--- src/rtl/ild_pkg.sv ---
package ild_pkg;

  localparam int WORD_W = 16;
  localparam int OPC_W  = 8;
  localparam int REG_W  = 4;
  localparam int IMM_W  = 8;
  localparam int LEN_W  = 3;

  // format-2 opcode field and format-3 opcode field widths
  localparam int F2_OPC_W = 2;
  localparam int F3_OPC_W = 4;

  // highest defined format-1 opcode, and the size of its lookup table
  localparam int F1_LAST_OP = 8'h39;
  localparam int F1_TAB_N   = 64;
  localparam int F1_IDX_W   = $clog2(F1_TAB_N);

  // highest defined format-3 opcode
  localparam int F3_LAST_OP = 9;

  // byte counts
  localparam logic [LEN_W-1:0] LEN_SHORT = 3'd2;
  localparam logic [LEN_W-1:0] LEN_OFFS  = 3'd4;
  localparam logic [LEN_W-1:0] LEN_WIDE  = 3'd6;

  typedef enum logic [1:0] {
    FMT_NONE  = 2'd0,
    FMT_ONE   = 2'd1,
    FMT_TWO   = 2'd2,
    FMT_THREE = 2'd3
  } fmt_e;

  typedef struct packed {
    fmt_e               fmt;
    logic [OPC_W-1:0]   opc;
    logic [REG_W-1:0]   ra;
    logic [REG_W-1:0]   rb;
    logic [IMM_W-1:0]   imm;
    logic [LEN_W-1:0]   len;
    logic               bad;
  } dec_t;

  // Length class of a format-1 opcode that lies inside the defined range.
  function automatic logic [LEN_W-1:0] f1_len_of(input int unsigned op);
    logic [LEN_W-1:0] r;
    r = LEN_SHORT;
    case (op)
      8'h01, 8'h03, 8'h08, 8'h09,
      8'h1A, 8'h1B, 8'h1D, 8'h1F,
      8'h20, 8'h22, 8'h24, 8'h30: r = LEN_WIDE;
      8'h0C, 8'h0D,
      8'h36, 8'h37, 8'h38, 8'h39: r = LEN_OFFS;
      default:                    r = LEN_SHORT;
    endcase
    return r;
  endfunction

  // Whether a format-1 opcode below the table size is defined.
  function automatic logic f1_known(input int unsigned op);
    logic k;
    k = 1'b1;
    if (op == 0) k = 1'b0;
    else if (op >= 8'h16 && op <= 8'h18) k = 1'b0;
    else if (op > F1_LAST_OP) k = 1'b0;
    return k;
  endfunction

endpackage

--- src/rtl/ild_field_split.sv ---
module ild_field_split
  import ild_pkg::*;
(
  input  logic [WORD_W-1:0] word_i,
  output fmt_e              fmt_o,
  output logic [OPC_W-1:0]  opc_o,
  output logic [REG_W-1:0]  ra_o,
  output logic [REG_W-1:0]  rb_o,
  output logic [IMM_W-1:0]  imm_o
);

  localparam int TOP = WORD_W - 1;

  always_comb begin
    fmt_o = FMT_ONE;
    opc_o = '0;
    ra_o  = '0;
    rb_o  = '0;
    imm_o = '0;
    if (!word_i[TOP]) begin
      fmt_o = FMT_ONE;
      opc_o = word_i[TOP -: OPC_W];
      ra_o  = word_i[2*REG_W-1 -: REG_W];
      rb_o  = word_i[REG_W-1:0];
    end else if (!word_i[TOP-1]) begin
      fmt_o = FMT_TWO;
      opc_o = {{(OPC_W-F2_OPC_W){1'b0}}, word_i[TOP-2 -: F2_OPC_W]};
      ra_o  = word_i[TOP-2-F2_OPC_W -: REG_W];
      imm_o = word_i[IMM_W-1:0];
    end else begin
      fmt_o = FMT_THREE;
      opc_o = {{(OPC_W-F3_OPC_W){1'b0}}, word_i[TOP-2 -: F3_OPC_W]};
    end
  end

endmodule

--- src/rtl/ild_len_class.sv ---
module ild_len_class
  import ild_pkg::*;
(
  input  fmt_e             fmt_i,
  input  logic [OPC_W-1:0] opc_i,
  output logic [LEN_W-1:0] len_o,
  output logic             bad_o
);

  // per-opcode tables for format 1, built at elaboration
  logic [LEN_W-1:0] len_tab [F1_TAB_N];
  logic             ok_tab  [F1_TAB_N];

  for (genvar i = 0; i < F1_TAB_N; i++) begin : g_tab
    assign len_tab[i] = f1_len_of(i);
    assign ok_tab[i]  = f1_known(i);
  end

  logic             in_tab;
  logic [F1_IDX_W-1:0] idx;
  logic             f1_ok;
  logic [LEN_W-1:0] f1_len;

  assign in_tab = (opc_i < OPC_W'(F1_TAB_N));
  assign idx    = opc_i[F1_IDX_W-1:0];
  assign f1_ok  = in_tab && ok_tab[idx];
  assign f1_len = len_tab[idx];

  always_comb begin
    bad_o = 1'b0;
    len_o = LEN_SHORT;
    unique case (fmt_i)
      FMT_ONE: begin
        bad_o = !f1_ok;
        len_o = f1_ok ? f1_len : LEN_SHORT;
      end
      FMT_TWO: begin
        bad_o = 1'b0;
        len_o = LEN_SHORT;
      end
      FMT_THREE: begin
        bad_o = (opc_i > OPC_W'(F3_LAST_OP));
        len_o = LEN_SHORT;
      end
      default: begin
        bad_o = 1'b1;
        len_o = LEN_SHORT;
      end
    endcase
  end

endmodule

--- src/rtl/ild_out_slice.sv ---
module ild_out_slice #(
  parameter int W = 8
) (
  input  logic         clk,
  input  logic         rst_n,
  input  logic         up_valid,
  output logic         up_ready,
  input  logic [W-1:0] up_data,
  output logic         dn_valid,
  input  logic         dn_ready,
  output logic [W-1:0] dn_data
);

  logic         full_q;
  logic [W-1:0] data_q;

  assign up_ready = !full_q || dn_ready;
  assign dn_valid = full_q;
  assign dn_data  = data_q;

  always_ff @(posedge clk or negedge rst_n) begin
    if (!rst_n) begin
      full_q <= 1'b0;
      data_q <= '0;
    end else if (up_valid && up_ready) begin
      full_q <= 1'b1;
      data_q <= up_data;
    end else if (dn_ready) begin
      full_q <= 1'b0;
    end
  end

  assert_take_R9: assert property (@(posedge clk) disable iff (!rst_n)
    (up_valid && up_ready) |=> (dn_valid && dn_data == $past(up_data)));

  assert_hold_R10: assert property (@(posedge clk) disable iff (!rst_n)
    (dn_valid && !dn_ready) |=> (dn_valid && $stable(dn_data)));

  assert_stall_R10: assert property (@(posedge clk) disable iff (!rst_n)
    (dn_valid && !dn_ready) |-> !up_ready);

endmodule

--- src/rtl/insn_len_decoder.sv ---
module insn_len_decoder
  import ild_pkg::*;
(
  input  logic              clk,
  input  logic              rst_n,
  input  logic              in_valid,
  output logic              in_ready,
  input  logic [WORD_W-1:0] in_word,
  output logic              out_valid,
  input  logic              out_ready,
  output logic [1:0]        out_fmt,
  output logic [OPC_W-1:0]  out_opcode,
  output logic [REG_W-1:0]  out_reg_a,
  output logic [REG_W-1:0]  out_reg_b,
  output logic [IMM_W-1:0]  out_imm,
  output logic [LEN_W-1:0]  out_len,
  output logic              out_illegal
);

  localparam int DW = $bits(dec_t);

  fmt_e             s_fmt;
  logic [OPC_W-1:0] s_opc;
  logic [REG_W-1:0] s_ra, s_rb;
  logic [IMM_W-1:0] s_imm;
  logic [LEN_W-1:0] s_len;
  logic             s_bad;

  ild_field_split u_split (
    .word_i (in_word),
    .fmt_o  (s_fmt),
    .opc_o  (s_opc),
    .ra_o   (s_ra),
    .rb_o   (s_rb),
    .imm_o  (s_imm)
  );

  ild_len_class u_class (
    .fmt_i (s_fmt),
    .opc_i (s_opc),
    .len_o (s_len),
    .bad_o (s_bad)
  );

  dec_t d_in, d_out;
  logic [DW-1:0] q_bits;

  always_comb begin
    d_in.fmt = s_fmt;
    d_in.opc = s_opc;
    d_in.ra  = s_ra;
    d_in.rb  = s_rb;
    d_in.imm = s_imm;
    d_in.len = s_len;
    d_in.bad = s_bad;
  end

  ild_out_slice #(.W(DW)) u_slice (
    .clk      (clk),
    .rst_n    (rst_n),
    .up_valid (in_valid),
    .up_ready (in_ready),
    .up_data  (d_in),
    .dn_valid (out_valid),
    .dn_ready (out_ready),
    .dn_data  (q_bits)
  );

  assign d_out       = dec_t'(q_bits);
  assign out_fmt     = d_out.fmt;
  assign out_opcode  = d_out.opc;
  assign out_reg_a   = d_out.ra;
  assign out_reg_b   = d_out.rb;
  assign out_imm     = d_out.imm;
  assign out_len     = d_out.len;
  assign out_illegal = d_out.bad;

  assert_bad_short_R8: assert property (@(posedge clk) disable iff (!rst_n)
    (out_valid && out_illegal) |-> (out_len == LEN_SHORT));

  assert_len_set_R7: assert property (@(posedge clk) disable iff (!rst_n)
    out_valid |-> (out_len == LEN_SHORT || out_len == LEN_OFFS || out_len == LEN_WIDE));

  assert_f3_noregs_R3: assert property (@(posedge clk) disable iff (!rst_n)
    (out_valid && out_fmt == 2'd3) |-> (out_reg_a == '0 && out_reg_b == '0 && out_imm == '0));

  assert_f2_legal_R2: assert property (@(posedge clk) disable iff (!rst_n)
    (out_valid && out_fmt == 2'd2) |-> (!out_illegal && out_len == LEN_SHORT));

  assert_zero_op_R4: assert property (@(posedge clk) disable iff (!rst_n)
    (out_valid && out_fmt == 2'd1 && out_opcode == '0) |-> out_illegal);

  assert_fmt_code_R1: assert property (@(posedge clk) disable iff (!rst_n)
    out_valid |-> (out_fmt != 2'd0));

endmodule

--- config.mk ---
export PLATFORM = sky130hd
export DESIGN_NAME = insn_len_decoder
export DESIGN_NICKNAME = d
export VERILOG_FILES = /design/src/rtl/ild_pkg.sv /design/src/rtl/ild_field_split.sv /design/src/rtl/ild_len_class.sv /design/src/rtl/ild_out_slice.sv /design/src/rtl/insn_len_decoder.sv
export SDC_FILE = /design/constraint.sdc
export NUM_CORES = 1
export LEC_CHECK = 0
export BUFFER_PORTS_ARGS = -buffer_cell sky130_fd_sc_hd__buf_2
export CORE_MARGIN = 3
export CORE_UTILIZATION = 40
export DETAILED_ROUTE_END_ITERATION = 16
export PLACE_DENSITY = 0.61
export RECOVER_POWER = 100
export SLEW_MARGIN = 30
export SYNTH_ARGS = -nofsm -noshare
export SYNTH_HDL_FRONTEND = slang
export SYNTH_HIERARCHICAL = 1
export SYNTH_SLANG_ARGS = --single-unit
--- constraint.sdc ---
create_clock -name clk -period 2.72 [get_ports clk]
set_input_delay 0.408 -clock clk [delete_from_list [all_inputs] [get_ports clk]]
set_output_delay 0.408 -clock clk [all_outputs]
set_load 0.02 [all_outputs]
Yosys cells after proc, flatten, opt, wreduce, memory -nomap -nowiden:

Memory sizes are Yosys's and may differ from the RTL's.
Index checks and enable logic that the tools add are counted.

* input port bits: 20
* memory bits (writable): 0
* bits in latches: 0
* output and inout port bits: 32
* memory bits (read-only): 256
* register bits after elaboration: 31
* word-level logic and storage cells: 35
* memories kept: 2

Memories
* (name not given): words 64, width 3, read ports 1, clocked after Yosys merged registers in 0, write ports 0, RTL line ild_len_class.sv:27 `assign f1_len = len_tab[idx];`
* (name not given): words 64, width 1, read ports 1, clocked after Yosys merged registers in 0, write ports 0, RTL line ild_len_class.sv:26 `assign f1_ok = in_tab && ok_tab[idx];`

* $add $sub $neg: 0
* eq/ne operators: 3
* reductions and logical operators: 6
* muxes and demuxes: 18
* multiply operators: 0
* $lt $le $gt $ge: 3
* bitwise gates (word level): 1
* divide/modulo/power cells: 0
* shifts and indexed selects: 0

Operators with widths (count)
* 8-bit two-way mux: 3
* 4-bit two-way mux: 4
* 3-bit two-way mux: 4
* 8-bit by 4-bit greater-than comparator with 1-bit output (second input constant): 1
* 8-bit by 7-bit < comparator with 1-bit output (second input constant): 1
* 7-bit >= comparator (second input constant): 1
* 6-bit inverter with 7-bit output: 1
* 1-bit two-way mux: 5
* 2-bit == test (second input constant): 2
* 1-bit one-hot mux with 3 select lines: 1
* 2-bit by 1-bit == test with 1-bit output (second input constant): 1
* 1-bit logical AND: 2
* 1-bit zero test: 2
* 2-bit two-way mux: 1
* 2-bit nonzero test: 1
* 1-bit logical OR: 1

Longest topological paths before layout:

Gate-level depths: netlist of run 1.

* depth in word-level cells: 9
* gate-level depth with buffers: 9
* depth with buffers taken out: 7

Cells and area by module:

Netlist of run 1, hierarchy kept.

Modules (own cells, without submodules)
* ild_out_slice: cells an instance 67, instances 1, seq. area each 775.7 µm², area an instance 1318.8 µm²
* ild_field_split: cells an instance 39, instances 1, seq. area each 0.0 µm², area an instance 266.5 µm²
* ild_len_class: cells an instance 33, instances 1, seq. area each 0.0 µm², area an instance 237.7 µm²

Worst setup path after synthesis of run 1:

OpenSTA, ideal clock, no wires.

* path kind: in2reg
* start: in in_word[15]
* end: reg u_slice.data_q[2], in the netlist u_slice/dn_data[2]
* library setup time: 0.125 ns
* setup slack: 0.562 ns
* arrival: 2.033 ns
* stages: 7
* data required time: 2.595 ns
* cell sequence: buf_2 -> o21ai_0 -> nand3b_1 -> o21ai_1 -> a311oi_2 -> nand2_1 -> mux2_4

* longest elaborated chain between the ends: 8
* elaborated cells between the ends (all ways): 14
* those cells by class: 1 x order compare; 1 x eq/ne; 8 x mux; 1 x bitwise; 1 x reduce/logical; 2 x memory

Ends and longest elaborated chain
* from (decl): RTL line insn_len_decoder.sv:8 `input logic [WORD_W-1:0] in_word,`
* 8-bit two-way mux (*): RTL line ild_field_split.sv:20 `if (!word_i[TOP]) begin`
* via s_opc[3]: RTL line insn_len_decoder.sv:23 `logic [OPC_W-1:0] s_opc;`
* 6-bit inverter with 7-bit output (implied by the code): RTL line ild_len_class.sv:26, ild_len_class.sv:27
* memory read 64 x 1 bit
* 1-bit two-way mux (implied by the code) (2 in series): RTL line ild_len_class.sv:26
* 1-bit logical AND: RTL line ild_len_class.sv:26
* 3-bit two-way mux (*): RTL line ild_len_class.sv:35 `len_o = f1_ok ? f1_len : LEN_SHORT;`
* 3-bit two-way mux (*): RTL line ild_len_class.sv:32 `unique case (fmt_i)`
* via s_len[1]: RTL line insn_len_decoder.sv:26 `logic [LEN_W-1:0] s_len;`
* to (signal assigned): RTL line ild_out_slice.sv:27 `data_q <= up_data;`
* to (decl): RTL line ild_out_slice.sv:15 `logic [W-1:0] data_q;`

Mark *: on every way through the listed nets, which the timed path passes. The rest lies on a longest branch. The select of a mux whose other input is x is not followed.
A chain may end at the register's enable or synchronous reset.

Worst setup path after layout of run 1:

* start: in in_word[14]
* end: reg u_slice.data_q[2], in the netlist u_slice/dn_data[2]

* longest elaborated chain between the ends: 9
* elaborated cells between the ends (all ways): 16
* those cells by class: 1 x order compare; 1 x eq/ne; 10 x mux; 1 x bitwise; 1 x reduce/logical; 2 x memory

Ends and longest elaborated chain
* 4-bit two-way mux (*): RTL line ild_field_split.sv:25 `end else if (!word_i[TOP-1]) begin`
* 8-bit two-way mux (*): RTL line ild_field_split.sv:20
* via s_opc[1]: RTL line insn_len_decoder.sv:23
* 6-bit inverter with 7-bit output (implied by the code): RTL line ild_len_class.sv:26, ild_len_class.sv:27
* memory read 64 x 1 bit
* 1-bit two-way mux (implied by the code) (2 in series): RTL line ild_len_class.sv:26
* 1-bit logical AND: RTL line ild_len_class.sv:26
* 3-bit two-way mux (*): RTL line ild_len_class.sv:35
* 3-bit two-way mux (*): RTL line ild_len_class.sv:32
* via s_len[1]: RTL line insn_len_decoder.sv:26

Marked as above.

==> Implementation_results.wiki, run 1 <==
{| class="wikitable"
! Metric !! Value
|-
| Hold Path Cell Cnt || 2
|-
| Detail Placement HPWL || around 2700 um
|-
| Worst skew pair latency || approximately 280 ps
|-
| Number of hold-repair buffers added at the cts stage || 0
|-
| Clk buf depth || 2
|-
| First-pass DRT Iterations || 4
|-
| Num CTS Buffers || 5
|-
| Total area of multi-input combinational cells || 788 um^2
|-
| Wire length of the first global-routing pass || 6280 um
|-
| Type of the worst setup path || in2reg
|-
| Share of flip-flops with an asynchronous set or reset after synthesis || 100%
|-
| Routed via count || roughly 1200
|-
| Final setup violation count || 0
|-
| Final hold violation count || 0
|-
| Areal power density over the cells || 622 mW/mm^2
|-
| TritonCTS clock tree || built
|-
| Count of antenna diodes in the layout || 0
|-
| Number of flops mapped to enable cells by yosys || 0
|-
| Total Wirelength || 3830 um
|-
| Achievable Freq || approximately 0.45 GHz
|-
| Cell area after synthesis || 0.00182 mm^2
|-
| Worst Max-Slew Pin Slew || 1660 ps
|-
| Maximum fanout count along the critical path || 8
|-
| Register clock-pin slew on the reported worst setup and hold paths || roughly 70 ps
|-
| Total negative setup slack || 0 ps
|-
| Net count of the finished layout || 208
|-
| Final Critical Period || 2250 ps
|-
| Status || complete, but fails checks
|-
| Highest Signal Layer || met4
|-
| Failing checks || capacitance limit, slew limit
|-
| Static leakage power || approximately 0.92 nW
|-
| Met3 wire length || 227 um
|-
| Global placement routability congestion || between 0.7 and 0.8
|-
| Number of violations of the max-capacitance limit || 1
|-
| Antenna violation net count after detailed routing || 0
|-
| Number of max-slew violations in the final report || 32
|-
| Type of the tightest min-delay check || in2reg
|-
| Length in cells of the worst reg-to-reg path || 3
|-
| IO Count || 52
|-
| Synth warn || 6
|-
| Worst supply voltage drop on vdd || between 150 and 200 uV
|-
| Detailed router's first-iteration violation count || 55
|-
| Proportion of layout cells with a drive suffix above 1 || 24.9%
|-
| Effective utilization at floorplan || 43.4%
|-
| Sequential Area || roughly 780 um^2
|-
| Vertical die dimension || about 74 um
|-
| P&R area growth vs syn || 8.10%
|-
| Worst slew margin relative to its limit || -10.6%
|-
| # port buffers || 51
|-
| Final instance area || 0.00197 mm^2
|-
| Count of unique library cells instantiated by Yosys || 43
|-
| Commonest register cell after synthesis || dfrtp_1
|-
| WP data required || just under 3000 ps
|-
| Die outline width || 73.5 um
|-
| Instance count of the mapped netlist || 139
|-
| Root buffer cell || clkbuf_8
|-
| Post-Route Skew || ~3.4 ps
|-
| Met1 WL || 1690 um
|-
| Sequential area share after synthesis || 42.6%
|-
| Number of filler cells placed in the layout || 408
|-
| Unrepaired setup endpoints after global routing || false
|-
| Post-synthesis area per instance || 13.1 um^2
|-
| Number of levels the H-tree was split into || 2
|-
| Post-CTS Resized || 0
|-
| Most common library cell in the layout ignoring fill and taps || clkbuf_1
|-
| Number of remaining DRC errors || 0
|-
| Global routing usage summed across all routing layers || 15.4%
|-
| GRT Residual Overflow || 0
|-
| Arr. time, crit path || 2420 ps
|-
| Total nets after synthesis || 159
|-
| Startpoint type of the worst setup path || input pin
|-
| Number of antenna violations at the first check in global routing || 0
|-
| Area post-placement || slightly above 0.002 mm^2
|-
| Via count of the first global-routing pass || ~1200
|-
| Core Footprint || 0.00420 mm^2
|-
| Synthesized flop and latch total || 31
|-
| Setup Fix Bufs, Post-CTS || 0
|-
| Category of the worst setup path capture point || flop
|-
| Period utilization || 82.6%
|-
| Die outline area || 0.00540 mm^2
|-
| Number of placement rows || 23
|-
| Met2 Routed Length || roughly 1800 um
|-
| Mean number of vias per cell || 5.21
|-
| Drt wl/cell || 16.0 um
|-
| Clock tree sinks || 31
|-
| Highest-count cells in the layout ignoring fill and taps || 34 x clkbuf_1, 31 x dfrtp_1, 25 x mux2_1
|-
| Largest net degree at the start of global routing || 32
|}
[sequential cells by signal, summed over array words and instances, names as in the netlist]
| register | cells |
|---|---|
| u_slice/dn_valid | 1 |
| u_slice/dn_data | 30 |
[cell families (layout without fill, tap and decap cells)]
| logic type | Yosys count | after routing | synth area share (%) |
|---|---|---|---|
| AO/OA/AOI/OAI | 22 | 22 | 9.13 |
| AND/OR/NAND/NOR | 36 | 36 | 14.1 |
| buffers and inverters | 15 | 65 | 7.41 |
| other | 2 | 2 | 0.412 |
| multiplexers | 33 | 33 | 26.4 |
| flip-flops | 31 | 31 | 42.6 |
[cell type report]
| type | count | share of cell area, % |
|---|---|---|
| multi-input combinational | 93 | 40.0 |
| tap | 50 | 3.17 |
| sequential | 31 | 39.4 |
| clock buffer | 8 | 5.08 |
| timing repair buffer | 53 | 11.6 |
| inverter | 4 | 0.762 |
[final timing paths]
path	startpoint	to	slack, ps
max in group asynchronous	rst_n	u_slice/dn_data[19]	1210
min in group asynchronous	rst_n	u_slice/dn_data[1]	550
setup / recovery	in_word[14]	u_slice/dn_data[2]	470
setup reg to reg	u_slice/dn_valid	u_slice/dn_data[14]	1120
hold reg to reg	u_slice/dn_data[6]	u_slice/dn_data[6]	490
hold / removal	in_valid	u_slice/dn_valid	350
[power by group]
| part | leakage (nW) | switching (mW) | total (mW) | internal (mW) |
|---|---|---|---|---|
| combinational | 0.485 | 0.180 | 0.284 | 0.104 |
| clock | 0.0515 | 0.165 | 0.396 | 0.231 |
| sequential | 0.385 | 0.0291 | 0.546 | 0.516 |
| total | 0.922 | 0.374 | 1.23 | 0.851 |
[synth_stat cells (2+ instances only)]
library cell | count | area share, %
nand3b_1 | 2 | 0.82
inv_1 | 4 | 0.82
dfrtp_1 | 31 | 43
or2b_1 | 2 | 0.82
a22o_2 | 4 | 2.2
and2_2 | 5 | 2.1
buf_12 | 3 | 3.3
mux2_4 | 30 | 25
buf_2 | 2 | 0.55
nand2_1 | 3 | 0.62
a21oi_1 | 3 | 0.82
mux2i_1 | 2 | 1.1
nor2_1 | 3 | 0.62
conb_1 | 2 | 0.41
nand3_1 | 2 | 0.55
and2b_1 | 2 | 0.82
o21ai_0 | 4 | 1.1
o21ai_1 | 2 | 0.55
buf_6 | 2 | 1.2
buf_4 | 3 | 1.2
and2_1 | 3 | 1.0
nor2b_1 | 4 | 1.4
[per-layer routing]
layer / vias up / track usage [%]
met5: - / 0
met4: 0 / 6.64
met3: 9 / 4.92
met2: 42 / 24.2
met1: 608 / 19.3
li1: 585 / -
[through the flow]
| stage | power, mW | utilization, % | hold slack, ps | setup slack, ps | std cells |
|---|---|---|---|---|---|
| floorplan | 0.809 | - | 112 | 562 | 139 |
| global placement | 0.900 | 48.5 | 488 | 238 | 231 |
| detailed placement | 0.907 | 48.5 | 494 | 120 | 231 |
| CTS | 1.32 | 50.8 | 182 | 431 | 239 |
| global route | 1.30 | 46.9 | 354 | 426 | 239 |
| finish | 1.23 | 46.9 | 346 | 474 | 239 |
[critical path, cell delays in order]
cell      delay [ps]
buf_2            160
mux2i_1          130
a21oi_1          470
or3_1            250
o21ai_2           60
a311oi_1         540
nand2_1          110
mux2_4           280
No activity file was read; power rests on OpenSTA's default activity.
==> inputs of run 2 (changes only) <==
ABC_AREA = 1   (was not set)
PLACE_DENSITY = 0.64   (was 0.61)
clock period = 1.95 ns   (was 2.72 ns; I/O delays follow)
==> Implementation_results.wiki, run 2 <==
{| class="wikitable"
! Metric !! Value
|-
| Worst Setup Slack post-DPL || roughly 48 ps
|-
| Core Footprint || 0.00406 mm^2
|-
| Detailed router's first-iteration violation count || ~130
|-
| Status || complete, but fails checks
|-
| P&R area growth vs syn || 18.9%
|-
| Sequential area share after synthesis || 45.3%
|-
| Global routing usage summed across all routing layers || around 17%
|-
| Die outline width || 71.5 um
|-
| Num CTS Buffers || 5
|-
| Root buffer cell || clkbuf_8
|-
| Maximum fanout count along the critical path || 7
|-
| Failing checks || capacitance limit, slew limit
|-
| Routed via count || approximately 1700
|-
| Global placement routability congestion || 0.856
|-
| TritonCTS clock tree || built
|-
| Detail Placement HPWL || 2930 um
|-
| Final setup violation count || 0
|-
| Total negative setup slack || 0 ps
|-
| Int Pwr || 1.11 mW
|-
| Most common library cell in the layout ignoring fill and taps || nand2_1
|-
| Met3 usage || 3.23%
|-
| Leading post-synthesis cells by cell area || dfrtp_1 45%, nand2_1 23%, nand3_1 11%, buf_4 3.5%, nor2_1 3.5%
|-
| Share of the core filled with cells in the final layout || about half
|-
| Number of filler cells placed in the layout || 437
|-
| Cell area after synthesis || approximately 0.0017 mm^2
|-
| Number of placement rows || 23
|-
| Effective utilization at floorplan || 42.2%
|-
| Reg2reg setup slack || around 320 ps
|-
| Post-CTS Resized || 0
|-
| Worst Max-Slew Pin Slew || 1640 ps
|-
| Number of levels the H-tree was split into || 2
|-
| Clk buf depth || 2
|-
| Instance count of the mapped netlist || about 240
|-
| Startpoint type of the worst setup path || input pin
|-
| Proportion of total power due to net switching || ~34%
|-
| Post-synthesis area per instance || 7.03 um^2
|-
| Highest-count cells in the layout ignoring fill and taps || 105 x nand2_1, 37 x nand3_1, 33 x clkbuf_1
|-
| Final hold violation count || 0
|-
| Area share of the largest cell type after synthesis || 45.3%
|-
| Combinational share of power || between 20% and 30%
|-
| Met2 Track Usage GR || 25.8%
|-
| Die outline area || 0.00511 mm^2
|-
| Via count of the first global-routing pass || 1517
|-
| Category of the worst setup path capture point || flop
|-
| Drt wl/cell || 12.0 um
|-
| Number of violations of the max-capacitance limit || 1
|-
| Worst supply voltage drop on vdd || between 300 and 400 uV
|-
| Type of the worst setup path || in2reg
|-
| Clock tree sinks || 31
|-
| Mean number of vias per cell || 4.86
|-
| Synth warn || 6
|-
| Number of max-slew violations in the final report || 32
|-
| WP data required || 2180 ps
|-
| GRT Residual Overflow || 0
|-
| Post-Route Skew || around 5 ps
|-
| Largest net degree at the start of global routing || 32
|-
| Register clock-pin slew on the reported worst setup and hold paths || roughly 70 ps
|-
| Total nets after synthesis || between 200 and 300
|-
| Net count of the finished layout || 315
|-
| Number of cells in the finished layout apart from fillers || 345
|-
| Wire length of the first global-routing pass || around 7000 um
|-
| Setup Fix Bufs, Post-CTS || 0
|-
| Antenna violation net count after detailed routing || 0
|-
| Final Critical Period || approximately 1600 ps
|-
| Synthesized flop and latch total || 31
|-
| Peak-usage layer in the global routing report || met2
|-
| Period utilization || 83.9%
|-
| Psw || between 0.5 and 0.6 mW
|-
| Share of flip-flops with an asynchronous set or reset after synthesis || 100%
|-
| IO Count || 52
|-
| Flip-flop count of the largest register, all copies and words added || 30
|-
| Worst slew margin relative to its limit || -9.60%
|-
| First-pass DRT Iterations || 4
|-
| Arr. time, crit path || 1870 ps
|-
| Unrepaired setup endpoints after global routing || false
|-
| Vertical die dimension || 71.5 um
|-
| Count of unique library cells instantiated by Yosys || 17
|-
| Global routing usage on met1 || 23.9%
|-
| Count of antenna diodes in the layout || 0
|-
| Number of hold-repair buffers added at the cts stage || 0
|-
| Type of the tightest min-delay check || in2reg
|-
| # port buffers || 51
|-
| Worst skew pair latency || between 200 and 300 ps
|-
| Total Wirelength || approximately 4100 um
|-
| Leading post-synthesis cells by instance count || 104 x nand2_1, 37 x nand3_1, 31 x dfrtp_1
|-
| Number of flops mapped to enable cells by yosys || 0
|-
| Most frequent cell after synthesis || nand2_1
|-
| Static leakage power || around 1.1 nW
|-
| Cells after DPL || roughly 340
|-
| Areal power density over the cells || 832 mW/mm^2
|-
| Power consumption || 1.70 mW
|-
| Number of remaining DRC errors || 0
|-
| Part of the power in registers || 44.5%
|-
| Number of antenna violations at the first check in global routing || 0
|-
| Cell type with the largest total area after synthesis || dfrtp_1
|-
| Clk pwr share || a little under a third
|-
| Proportion of layout cells with a drive suffix above 1 || about 15%
|-
| Achievable Freq || 0.611 GHz
|-
| Final setup margin || 313 ps
|-
| Commonest register cell after synthesis || dfrtp_1
|}
-- run 2: cell types whose count changed in the layout (fill, tap and decap cells not counted), sizes merged, moves of 3 or more --
| cell | before | now |
|---|---|---|
| a22o | 4 | 0 |
| and2 | 8 | 0 |
| and2b | 3 | 0 |
| buf | 20 | 25 |
| inv | 4 | 18 |
| mux2 | 31 | 0 |
| nand2 | 4 | 106 |
| nand3 | 2 | 37 |
| nor2 | 3 | 23 |
| nor2b | 5 | 0 |
-- run 2: power by group through the flow --
stage / combinational, mW / clock (mW) / sequential [mW]
after floorplan: 0.196 / 0 / 0.858
after global placement: 0.440 / 0 / 0.764
after detailed placement: 0.443 / 0 / 0.765
after CTS: 0.444 / 0.531 / 0.755
after global routing: 0.469 / 0.549 / 0.766
final: 0.416 / 0.525 / 0.756
-- run 2: critical path, stage by stage --
cell and delay [ps]:
clkbuf_1 110, nand2_1 80, o21ai_0 660, a21oi_1 180
nand2_1 90, nor2_1 50, nor2_2 110, nand2_1 60
nor2_1 80, nand3_1 80, nand2_1 70
-- run 2: through the flow --
step | hold slack (ps) | instance area (um^2)
2_1_floorplan | -3.09 | 1710
3_3_place_gp | 375 | 1990
3_5_place_dp | 380 | 1990
4_1_cts | 69.7 | 2080
5_1_grt | 387 | 2040
6_report | 342 | 2040
-- run 2: layout make-up --
| cell class | instances | area [um^2] | area share, % |
|---|---|---|---|
| Multi-Input combinational cell | 181 | 778 | 38.2 |
| Sequential cell | 31 | 776 | 38.1 |
| Timing Repair Buffer | 58 | 267 | 13.1 |
| Clock buffer | 6 | 82.6 | 4.05 |
| Inverter | 18 | 67.6 | 3.31 |
| Tap cell | 50 | 62.6 | 3.07 |
| Clock inverter | 1 | 5.00 | 0.246 |
-- run 2: worst paths after layout --
path,startpoint,to,depth (start not counted)
min in group asynchronous,rst_n,u_slice/dn_data[10],1
worst min-delay path,in_word[8],u_slice/dn_data[16],5
worst min register to register,u_slice/dn_data[4],u_slice/dn_data[4],2
max in group asynchronous,rst_n,u_slice/dn_data[1],1
worst max-delay path,in_word[15],u_slice/dn_data[3],11
worst max register to register,u_slice/dn_valid,u_slice/dn_data[25],4
-- run 2: metal layers --
layer / vias up / part of all wire (%)
li1: 858 / -
met1: 760 / 48
met2: 52 / 43
met3: 7 / 6.7
met4: 0 / 2.2
met5: - / 0
-- run 2: logic make-up after synthesis --
| group | Yosys count | share of synthesized area (%) |
|---|---|---|
| compound gates | 10 | 2.99 |
| buf+inv | 32 | 9.20 |
| flops | 31 | 45.3 |
| other cells | 2 | 0.438 |
| simple gates | 169 | 42.1 |
==> inputs of run 3 (changes only) <==
PLACE_DENSITY = 0.62   (was 0.64)
clock period = 1.6 ns   (was 1.95 ns; I/O delays follow)
==> Implementation_results.wiki, run 3 (synthesized netlist as in run 2, its figures left out) <==
{| class="wikitable"
! Metric !! Value
|-
| Routed via count || between 1500 and 2000
|-
| Achievable Freq || 0.664 GHz
|-
| Most common library cell in the layout ignoring fill and taps || nand2_1
|-
| Detailed router's first-iteration violation count || 103
|-
| Worst Max-Slew Pin Slew || approximately 790 ps
|-
| Static leakage power || 1.20 nW
|-
| Die outline width || 71.5 um
|-
| Number of antenna violations at the first check in global routing || 0
|-
| Drt wl/cell || 11.9 um
|-
| Arr. time, crit path || ~1300 ps
|-
| Core Footprint || 0.00406 mm^2
|-
| Max incr delay on CP || 400 ps
|-
| Number of remaining DRC errors || 0
|-
| Category of the worst setup path capture point || primary output
|-
| Unrepaired setup endpoints after global routing || false
|-
| Maximum fanout count along the critical path || 14
|-
| Combinational share of power || a little under a quarter
|-
| Critical-path cell with the highest stage delay || dfrtp_1
|-
| First-pass DRT Iterations || 4
|-
| IO Count || 52
|-
| Power consumption || 2.26 mW
|-
| Worst slew margin relative to its limit || a little under half
|-
| Clk buf depth || 2
|-
| Startpoint type of the worst setup path || flop
|-
| Total Wirelength || about 4300 um
|-
| Flip-flop count of the largest register, all copies and words added || 30
|-
| Global placement routability congestion || 0.934
|-
| Worst skew pair latency || ~280 ps
|-
| Areal power density over the cells || 1040 mW/mm^2
|-
| Number of hold-repair buffers added at the cts stage || 0
|-
| GRT Residual Overflow || 0
|-
| Net count of the finished layout || 327
|-
| Total negative setup slack || 0 ps
|-
| Die outline area || 0.00511 mm^2
|-
| Post-CTS Resized || 0
|-
| Mean number of vias per cell || 4.86
|-
| Proportion of total power due to net switching || 31.5%
|-
| Register clock-pin slew on the reported worst setup and hold paths || 70 ps
|-
| Antenna violation net count after detailed routing || 0
|-
| # port buffers || 51
|-
| Post-Route Skew || 3.43 ps
|-
| Final setup violation count || 0
|-
| Effective utilization at floorplan || 42.2%
|-
| Detail Placement HPWL || 3170 um
|-
| Wire length of the first global-routing pass || between 7000 and 8000 um
|-
| Number of cells in the finished layout apart from fillers || approximately 360
|-
| Status || finished clean
|-
| Period utilization || 94.1%
|-
| Share of the core filled with cells in the final layout || a little over half
|-
| Global routing usage summed across all routing layers || a little under a fifth
|-
| Part of the power in registers || 40.8%
|-
| WP data required || 1360 ps
|-
| Number of levels the H-tree was split into || 2
|-
| P&R area growth vs syn || 26.3%
|-
| Int Pwr || 1.55 mW
|-
| Cells after DPL || 350
|-
| Number of violations of the max-capacitance limit || 0
|-
| Proportion of layout cells with a drive suffix above 1 || 19.2%
|-
| Critical-path cell list || nand2_2 > buf_6 > clkbuf_2
|-
| Count of antenna diodes in the layout || 0
|-
| Number of max-slew violations in the final report || 0
|-
| Type of the tightest min-delay check || in2async
|-
| Vertical die dimension || between 70 and 80 um
|-
| Psw || 0.711 mW
|-
| Num CTS Buffers || 5
|-
| Final hold violation count || 0
|-
| Via count of the first global-routing pass || 1664
|-
| Clk pwr share || 35.2%
|-
| TritonCTS clock tree || built
|-
| Setup Fix Bufs, Post-CTS || 0
|-
| Highest-count cells in the layout ignoring fill and taps || 105 x nand2_1, 37 x nand3_1, 31 x clkbuf_1, 31 x dfrtp_1, 19 x buf_2
|-
| Type of the worst setup path || reg2out
|-
| Largest net degree at the start of global routing || 32
|-
| Number of placement rows || 23
|-
| Root buffer cell || clkbuf_8
|-
| Final Critical Period || 1510 ps
|-
| Clock tree sinks || 31
|-
| Worst supply voltage drop on vdd || 464 uV
|}
## run 3: cell count changes in the layout (fill, tap and decap cells not counted)
cell       delta
buf_2         +1
buf_4        +10
buf_6         +1
bufinv_16     +1
clkbuf_1      -2
clkbuf_2      +2
nor2_1        -1
nor2_2        +1
o21ai_0       -1
o21ai_1       +1
## run 3: final cells by class
cell class                      count  area (um^2)
Clock buffer                        6         82.6
Clock inverter                      2         35.0
Fill cell                         422         1890
Inverter                           18         67.6
Multi-Input combinational cell    181          781
Sequential cell                    31          776
Tap cell                           50         62.6
Timing Repair Buffer               70          360
## run 3: per-stage QoR
stage	worst slack (ps)	hold WS, ps	instance area, um^2
2_1_floorplan	52.6	-55.6	1710
3_3_place_gp	-67.0	333	2080
3_5_place_dp	-91.5	328	2080
4_1_cts	39.7	20.5	2200
5_1_grt	15.2	64.7	2160
6_report	94.7	34.1	2160
## run 3: power groups by stage
stage,Combinational [mW],Clock [mW],Sequential (mW)
6_report,0.543,0.795,0.921
2_1_floorplan,0.239,0,1.05
3_5_place_dp,0.570,0,0.933
3_3_place_gp,0.567,0,0.932
4_1_cts,0.572,0.824,0.919
5_1_grt,0.608,0.857,0.932
## run 3: path summary, 6_finish.rpt
path | to | slack [ps] | cells past startpoint | start
max in group asynchronous | u_slice/dn_data[4] | 1070 | 1 | rst_n
min reg2reg | u_slice/dn_data[7] | 470 | 2 | u_slice/dn_data[7]
max | in_ready | 90 | 3 | u_slice/dn_valid
min | u_slice/dn_data[11] | 30 | 1 | rst_n
min in group clk | u_slice/dn_data[8] | 310 | 5 | in_word[4]
max reg2reg | u_slice/dn_data[2] | 170 | 5 | u_slice/dn_valid
## run 3: metal layers
metal	GRT usage (%)	up-vias	share of wire, %
met3	4.91	5	7.5
met5	0	-	0
met1	23.5	794	47
li1	-	876	-
met4	5.01	0	1.1
met2	29.7	66	45
## run 3: worst max-delay path, delay by kind of cell, from the launching register on
family / cells / cell delay (ps)
flip-flops: 1 / 400
buffers and inverters: 2 / 380
AND/OR/NAND/NOR: 1 / 200
